$ cat src/rtl/clk_sel_div_pkg.sv
package clk_sel_div_pkg;
  // strobes from the control half to the datapath half
  typedef struct packed {
    logic gateOn;   // active parent may reach the divider
    logic commit;   // end of handoff: swap parent, load divisor, clear count
    logic nextSel;  // parent chosen at commit
  } ctrl_stb_t;

  typedef enum logic [1:0] {
    HS_RUN   = 2'd0,
    HS_SYNC1 = 2'd1,
    HS_SYNC2 = 2'd2
  } handoff_t;
endpackage

$ cat src/rtl/clk_sel_div_ctrl.sv
module clk_sel_div_ctrl
  import clk_sel_div_pkg::*;
#(
  parameter int DIV_SHIFT = 0,
  parameter int DIV_WIDTH = 4,
  parameter int MUX_SHIFT = 6
) (
  input  logic                 clk,
  input  logic                 rstN,
  input  logic                 wrEn,
  input  logic [31:0]          wrData,
  input  logic                 actSel,
  output logic [15:0]          ctlWord,
  output logic [DIV_WIDTH-1:0] cfgDiv,
  output ctrl_stb_t            stb
);
  localparam int DATA_W = 16;

  logic [DATA_W-1:0] regQ;
  logic [DATA_W-1:0] regNext;
  handoff_t          hsState;
  logic              cfgSel;
  logic              mismatch;

  // per-bit masked update
  for (genvar b = 0; b < DATA_W; b++) begin : g_bit
    always_comb begin
      regNext[b] = regQ[b];
      if (wrEn && wrData[b+DATA_W]) regNext[b] = wrData[b];
    end
  end

  always_ff @(posedge clk) begin
    if (!rstN) regQ <= '0;
    else       regQ <= regNext;
  end

  assign cfgSel   = regQ[MUX_SHIFT];
  assign cfgDiv   = regQ[DIV_SHIFT +: DIV_WIDTH];
  assign ctlWord  = regQ;
  assign mismatch = (cfgSel != actSel);

  always_ff @(posedge clk) begin
    if (!rstN) hsState <= HS_RUN;
    else begin
      unique case (hsState)
        HS_RUN:   if (mismatch) hsState <= HS_SYNC1;
        HS_SYNC1: hsState <= HS_SYNC2;
        HS_SYNC2: hsState <= HS_RUN;
        default:  hsState <= HS_RUN;
      endcase
    end
  end

  always_comb begin
    stb.gateOn  = (hsState == HS_RUN) && !mismatch;
    stb.commit  = (hsState == HS_SYNC2);
    stb.nextSel = cfgSel;
  end
endmodule

$ cat src/rtl/clk_sel_div_dp.sv
module clk_sel_div_dp
  import clk_sel_div_pkg::*;
#(
  parameter int DIV_WIDTH = 4
) (
  input  logic                 clk,
  input  logic                 rstN,
  input  ctrl_stb_t            stb,
  input  logic [DIV_WIDTH-1:0] cfgDiv,
  input  logic                 priEn,
  input  logic                 altEn,
  output logic                 actSel,
  output logic                 outEn
);
  logic [DIV_WIDTH-1:0] cnt;
  logic [DIV_WIDTH-1:0] actDiv;
  logic                 srcPulse;
  logic                 hit;
  logic                 wrap;

  assign srcPulse = actSel ? altEn : priEn;
  assign hit      = stb.gateOn && srcPulse;
  assign wrap     = hit && (cnt == actDiv);

  always_ff @(posedge clk) begin
    if (!rstN) begin
      actSel <= 1'b0;
      cnt    <= '0;
      actDiv <= '0;
      outEn  <= 1'b0;
    end else if (stb.commit) begin
      actSel <= stb.nextSel;
      cnt    <= '0;
      actDiv <= cfgDiv;
      outEn  <= 1'b0;
    end else begin
      outEn <= wrap;
      if (wrap) begin
        cnt    <= '0;
        actDiv <= cfgDiv;   // new divisor only at a period boundary
      end else if (hit) begin
        cnt <= cnt + 1'b1;
      end
    end
  end
endmodule

$ cat src/rtl/clk_sel_div.sv
module clk_sel_div
  import clk_sel_div_pkg::*;
#(
  parameter int DIV_SHIFT = 0,
  parameter int DIV_WIDTH = 4,
  parameter int MUX_SHIFT = 6
) (
  input  logic        clk,
  input  logic        rstN,
  input  logic        wrEn,
  input  logic [31:0] wrData,
  output logic [31:0] rdData,
  input  logic        priEn,
  input  logic        altEn,
  output logic        clkEnOut,
  output logic        selActive
);
  ctrl_stb_t            stb;
  logic [15:0]          ctlWord;
  logic [DIV_WIDTH-1:0] cfgDiv;
  logic                 actSel;

  clk_sel_div_ctrl #(
    .DIV_SHIFT(DIV_SHIFT), .DIV_WIDTH(DIV_WIDTH), .MUX_SHIFT(MUX_SHIFT)
  ) u_ctrl (
    .clk(clk), .rstN(rstN), .wrEn(wrEn), .wrData(wrData),
    .actSel(actSel), .ctlWord(ctlWord), .cfgDiv(cfgDiv), .stb(stb)
  );

  clk_sel_div_dp #(.DIV_WIDTH(DIV_WIDTH)) u_dp (
    .clk(clk), .rstN(rstN), .stb(stb), .cfgDiv(cfgDiv),
    .priEn(priEn), .altEn(altEn), .actSel(actSel), .outEn(clkEnOut)
  );

  assign rdData    = {16'h0000, ctlWord};
  assign selActive = actSel;
endmodule

$ cat config.mk
export PLATFORM = sky130hd
export DESIGN_NAME = clk_sel_div
export DESIGN_NICKNAME = d
export VERILOG_FILES = /design/src/rtl/clk_sel_div_pkg.sv /design/src/rtl/clk_sel_div_ctrl.sv /design/src/rtl/clk_sel_div_dp.sv /design/src/rtl/clk_sel_div.sv
export SDC_FILE = /design/constraint.sdc
export NUM_CORES = 1
export LEC_CHECK = 0
export CAP_MARGIN = 20
export CORE_MARGIN = 2
export CORE_UTILIZATION = 39
export CTS_CLUSTER_SIZE = 14
export DETAILED_ROUTE_END_ITERATION = 6
export GPL_TIMING_DRIVEN = 0
export PLACE_DENSITY = 0.79
export SLEW_MARGIN = 10
export SYNTH_ARGS = -nofsm -noshare
export SYNTH_HDL_FRONTEND = slang
export SYNTH_SLANG_ARGS = --single-unit
$ cat constraint.sdc
create_clock -name clk -period 1.66 [get_ports clk]
set_input_delay 0.332 -clock clk [delete_from_list [all_inputs] [get_ports clk]]
set_output_delay 0.332 -clock clk [all_outputs]
set_load 0.005 [all_outputs]
==> results by group, run 1 <==
STA
  – Final Hold Viols: 0
  – Post-route setup slack: 0.0854 ns
  – Finish-stage setup viols: 0
  – Clock period minus final worst setup slack: 1.57 ns
  – Slew Viols, Final: 0
  – Skew final: 0.00539 ns
  – Rel. slew slack: 66.3%
  – Crit share post-route: 94.9%
  – RSZ-0062 raised after global routing: false
  – Max Freq: 0.635 GHz
  – Worst Tran Pin Value: 0.506 ns

Floorplan
  – Core area: 3340 um^2
  – Starting Density: 40.6%
  – Rows: 21
  – Die Y: 62.9 um
  – I/O pins: 71
  – Die X: 62.9 um
  – Die Area: 3960 um^2

Yosys
  – FFs w/ async S/R, synth: 0%
  – Cell count after synthesis: 158
  – Cell area after synthesis: 1360 um^2
  – Top cell type's share of synthesized area: 41.4%
  – Count leader, synth: nand2_1
  – Register area share after synthesis: 41.4%
  – Avg Cell Area, Syn: 8.58 um^2
  – Seq cells post-synth: 28
  – Synth cell count leaders: 41 x nand2_1, 28 x dfxtp_1, 16 x a21boi_0, 16 x buf_4, 16 x nand3_1
  – Post-synth top area cell: dfxtp_1
  – Yosys warnings: 0
  – Synth area leaders: dfxtp_1 41%, nand2_1 11%, a21boi_0 8.9%
  – Top FF cell, synth: dfxtp_1
  – Synth cell types: 24
  – Post-synth EDFFs: 0

Worst setup path
  – CP Capture Type: primary output
  – Critical path arrival: 1.24 ns
  – Crit Path Class: reg2out
  – Critical path fanouts, max: 3
  – CP cell instances: clkdlybuf4s50_1
  – Critical path required time: 1.33 ns
  – Worst setup path startpoint: u_ctrl.ctlWord[2]
  – Top Family by Delay on Critical Path: buffers and inverters
  – CP max stage delay: 0.52 ns
  – Buffers & Inverters on Critical Path: 1
  – RR Startpoint: u_ctrl.ctlWord[6]
  – Critical Path Start Type: register
  – Critical Path Slowest Stage Cell: clkdlybuf4s50_1

Finish
  – Share of cells above drive strength 1: 11.3%
  – Synth-to-Final Area Change: 51.6%
  – Fill cells: 316
  – Post-layout nets: 271
  – Antenna cells: 0

Flow run
  – Max cap viols: 0

Min path
  – Worst hold start: u_ctrl.ctlWord[11]
  – Worst hold path type: reg2reg

Global routing
  – Largest net degree at the start of global routing: 15
  – Initial antenna violation count: 0
  – First-pass GRT wire length: 4820 um
  – GRT Total Usage: 15.2%
  – Vias in the first global route: 1117
  – Grt ovf: 0

Place
  – Port bufs: 54
  – Dpl hpwl: 2370 um
  – Final GP Congestion: 0.755
  – Pre-CTS WS: -0.326 ns

Power
  – P per Cell Area: 640 nW/um^2
  – Lkg Pwr: 0.823 nW
  – Maximum vdd drop: 0.000498 V
  – Total power: 1.31 mW

Clocking
  – CTS Buffer Depth: 2
  – Worst-path clk slew: 0.14 ns
  – Clk root buf: clkbuf_4
  – CTS buffer count: 3
  – Clk_lat worst skew: 0.32 ns
  – H-tree depth: 1
  – Post-CTS Hold Buffers: 0
  – CTS tree: yes
  – Clock tree sinks: 28

Routing
  – Antenna Nets Post-Route: 0
  – Drt drc: 0
  – Drt first pass iters: 4
  – Drt initial violations: 38
  – Via count: 1221
  – Total wire length: 3010 um
  – Drt wl/cell: 10.9 um
  – Vias per cell: 4.41

Status
  – Status: finished clean
-- routing by layer --
metal  global-route usage [%]  share of wire [%]  up-vias
li1                         -                  -      641
met1                     16.8                 43      545
met5                        0                  0        -
met3                     5.59                6.2        2
met4                     4.17               0.60        0
met2                     27.0                 50       33
-- layout by cell type, fill, tap and decap left out, types with 2 or more instances in the layout --
master           count
nor3b_1              4
xnor2_1              5
mux2i_1              6
and3_1               2
dfxtp_2              2
xor2_1               3
a21boi_0            16
nor2_1               2
clkbuf_1             6
o211ai_1             2
conb_1              16
nand3_1             16
dfxtp_1             26
clkdlybuf4s50_1     54
clkbuf_4             3
buf_4               16
nand2_1             41
-- metrics by stage --
stage          setup TNS [ns]  hold WS (ns)  std cells  util (%)  cell area [um^2]
6_report                    0         0.473        277      61.6              2050
4_1_cts                     0         0.476        276      60.9              2030
2_1_floorplan               0         0.447        173         -              1410
3_5_place_dp            -2.74         0.457        273      60.2              2010
5_1_grt                     0         0.493        277      61.6              2050
3_3_place_gp            -2.54         0.451        273      60.2              2010
-- power breakdown --
part,internal [mW],switching (mW),leakage (nW),total [mW]
logic,0.201,0.116,0.581,0.317
registers,0.701,0.0203,0.229,0.722
clock network,0.0851,0.191,0.0138,0.276
total,0.988,0.327,0.823,1.31
-- final timing paths --
| path | slack, ns | depth (start not counted) | to |
|---|---|---|---|
| min | 0.47 | 2 | u_ctrl.ctlWord[11] |
| min reg2reg | 0.47 | 2 | u_ctrl.ctlWord[11] |
| max | 0.09 | 1 | rdData[2] |
| max reg2reg | 0.18 | 5 | u_dp.actDiv[3] |
-- kinds of logic (layout without fill, tap and decap cells) --
logic type                 Yosys count  in the layout  share of synthesized area, %
muxes                                6              6                          4.43
and+or+nand+nor                     71             71                          24.5
xor gates and xnor gates             8              8                          5.17
DFF                                 28             28                          41.4
buffers and inverters               22             80                          10.5
adders and majority gates            1              1                         0.923
AOI/OAI and AO/OA                   21             21                          12.8
other                                1             16                         0.277
-- repair_timing --
item / CTS / global route
setup endpoints to repair: 1 / 5
setup buffers: 0 / 1
resized for setup: 1 / 1
pin swaps: 0 / 1
-- cell type report --
cell class              count  area [um^2]  share of cell area (%)
well taps                  46         57.6                    2.80
clock buffers               3         22.5                    1.10
multi-input cells         123          708                    34.5
repair buffers             55          561                    27.3
plain buffers              22          143                    6.94
flip-flops and latches     28          563                    27.4
-- sequential cells by signal, indices dropped and copies added (netlist names) --
name and cells:
u_ctrl.hsState 2, u_dp.cnt 4, u_ctrl.ctlWord 16, u_dp.outEn 1, u_dp.actSel 1, u_dp.actDiv 4
No activity file was read; power rests on OpenSTA's default activity.
==> run 2: changes to the inputs <==
Settings changed: CORE_ASPECT_RATIO set to 1.25, CORE_MARGIN 2 to 10.
Clock period 1.66 ns to 1.6 ns, I/O delays scaled along.
==> run 2 against run 1 <==
Against the previous run: sequential power up 3.6%; critical path type unchanged; clock skew down 0.0038 ns; critical endpoint is now rdData[6]; sequential share of layout area down 0.46 points; design area up 1.7%; register-to-register slack about the same.
==> results by group, run 2 (synthesis gave the netlist of run 1 again) <==
Global routing
  – Vias in the first global route: 1248 (+12%)
  – Initial antenna violation count: 0 (unchanged)
  – Largest net degree at the start of global routing: 16 (+1)
  – GRT Total Usage: 10.6% (-4.5 points)
  – Grt ovf: 0 (unchanged)
  – First-pass GRT wire length: 5410 um (+12%)

Clocking
  – Clk root buf: clkbuf_8
  – Worst-path clk slew: 0.09 ns (-0.05 ns)
  – CTS buffer count: 3 (unchanged)
  – CTS Buffer Depth: 2 (unchanged)
  – Clock tree sinks: 28 (unchanged)
  – CTS tree: yes
  – H-tree depth: 1 (unchanged)
  – Clk_lat worst skew: 0.27 ns (-0.05 ns)

Routing
  – Via count: 1246 (+2.0%)
  – Drt initial violations: 13 (-66%)
  – Antenna Nets Post-Route: 0 (unchanged)
  – Total wire length: 3380 um (+12%)
  – Drt wl/cell: 12.5 um (+15%)
  – Drt first pass iters: 4 (unchanged)
  – Drt drc: 0 (unchanged)
  – Vias per cell: 4.61 (+4.7%)

Flow run
  – Max cap viols: 0 (unchanged)

Power
  – P per Cell Area: 726 nW/um^2 (+14%)
  – P_sw: 0.358 mW (+9.7%)
  – Reg power frac: 49.3% (-5.6 points)
  – Power share of the clock group: 28.6% (+7.6 points)
  – Switching share of power: 23.6% (-1.3 points)
  – Maximum vdd drop: 0.000475 V (-4.5%)
  – Combinational Power Share: 22.1% (-2.0 points)
  – Lkg Pwr: 0.844 nW (+2.6%)
  – P_int: 1.16 mW (+17%)

Finish
  – Post-layout nets: 272 (+0.37%)
  – Largest register FFs: 16 (unchanged)
  – Fin util: 63.7% (+2.1 points)
  – Most frequent cells in the layout: 54 x clkdlybuf4s50_1, 41 x nand2_1, 26 x dfxtp_1, 17 x buf_4
  – Commonest non-fill, non-tap cell in the layout: clkdlybuf4s50_1
  – Antenna cells: 0 (unchanged)
  – Synth-to-Final Area Change: 54.2%
  – Non-Filler Instances: 270 (-2.5%)
  – Share of cells above drive strength 1: 12.0% (+0.76 points)

Min path
  – Worst hold path type: reg2reg
  – Hold endpoint: u_ctrl.ctlWord[7]
  – Hold Path Cell Cnt: 2 (unchanged)
  – Worst hold start: u_ctrl.ctlWord[7]

Worst setup path
  – CP Capture Type: primary output
  – Critical path arrival: 1.20 ns (-0.04 ns)
  – Critical path required time: 1.28 ns (-0.05 ns)
  – Top Family by Delay on Critical Path: buffers and inverters
  – Reg2reg end: u_dp.actDiv[2]
  – Worst R2R Path Depth: 5 (unchanged)
  – CP max stage delay: 0.52 ns (about the same)
  – Critical path fanouts, max: 6 (+3)
  – CP cell instances: clkdlybuf4s50_1
  – Buffers & Inverters on Critical Path: 1 (unchanged)
  – R2r setup slk: 0.19 ns (about the same)
  – Crit Path Class: reg2out
  – RR Startpoint: u_ctrl.ctlWord[6]
  – Critical Path Start Type: register
  – Critical Path Slowest Stage Cell: clkdlybuf4s50_1

Place
  – Final GP Congestion: 0.703 (-7.0%)
  – Dpl hpwl: 2810 um (+19%)
  – Placed Instances: 264 (-3.3%)
  – Port bufs: 54 (unchanged)
  – Pre-CTS WS: -0.346 ns (-0.0200 ns)

STA
  – Post-route setup slack: 0.0759 ns (-0.00953 ns)
  – Finish-stage setup viols: 0 (unchanged)
  – Slew Viols, Final: 0 (unchanged)
  – Skew final: 0.00161 ns (-0.00378 ns)
  – Clock period minus final worst setup slack: 1.52 ns
  – Max Freq: 0.656 GHz
  – RSZ-0062 raised after global routing: true
  – Final Hold Viols: 0 (unchanged)
  – Crit share post-route: 95.3%
  – Worst hold slack: 0.464 ns (-0.00827 ns)

Floorplan
  – I/O pins: 71 (unchanged)
  – Die Y: 85.9 um (+36%)
  – Starting Density: 41.3% (+0.70 points)
  – Die Area: 6250 um^2 (+58%)
  – Rows: 23 (+9.5%)
  – Core area: 3280 um^2 (-1.7%)
  – Die X: 72.7 um (+16%)

Status
  – Status: finished clean
==> run 2: changes by cell type in the layout (fill, tap and decap cells not counted), sizes merged <==
| cell | before | now |
|---|---|---|
| buf | 17 | 18 |
| clkbuf | 9 | 10 |
==> run 2: routing by layer <==
| layer | track usage (%) | wire length, um | up-vias |
|---|---|---|---|
| met5 | 0 | 0 | - |
| met4 | 3.63 | 42 | 0 |
| met3 | 6.34 | 379 | 4 |
| met2 | 19.1 | 1710 | 40 |
| met1 | 9.43 | 1250 | 555 |
| li1 | - | - | 647 |
==> run 2: cell type report <==
class                           count  area, um^2
Buffer                             22         143
Tap cell                           37        46.3
Timing Repair Buffer               56         568
Sequential cell                    28         563
Clock buffer                        4        55.1
Fill cell                         307        1190
Multi-Input combinational cell    123         714
==> run 2: worst max-delay path by stage <==
stage                            from              to  slack (ns)  depth (start not counted)
floorplan           u_ctrl.ctlWord[6]  u_dp.actDiv[0]        0.19                          4
global placement                priEn  u_dp.actDiv[1]       -0.33                          5
detailed placement              priEn  u_dp.actDiv[2]       -0.35                          5
CTS                             priEn  u_dp.actDiv[2]        0.02                          6
global route                    priEn  u_dp.actDiv[1]       -0.03                          6
finish              u_ctrl.ctlWord[6]       rdData[6]        0.08                          1
==> run 2: power groups by stage <==
stage	logic [mW]	clock network, mW	registers (mW)
final	0.336	0.434	0.748
after global routing	0.368	0.465	0.753
after CTS	0.333	0.449	0.748
after detailed placement	0.313	0	0.764
after global placement	0.309	0	0.763
after floorplan	0.148	0	0.764
==> run 2: repair_timing <==
item / in CTS / in global routing
pin swaps: 1 / 1
endpoints found under the setup margin: 8 / 4
buffers inserted: 1 / 1
gates resized for setup: 1 / 2
hold buffers: 0 / 0
==> run 2: through the flow <==
| step | TNS [ns] | power, mW | area (um^2) |
|---|---|---|---|
| final | 0 | 1.52 | 2090 |
| after global routing | -0.0286 | 1.59 | 2090 |
| after CTS | 0 | 1.53 | 2070 |
| after detailed placement | -3.43 | 1.08 | 2000 |
| after global placement | -3.20 | 1.07 | 2000 |
| after floorplan | 0 | 0.912 | 1410 |
==> run 3: changes to the inputs <==
Settings changed: HOLD_SLACK_MARGIN set to 0.02.
==> results of run 3 <==
Final layout, timing and power as in run 2 (identical DEF).
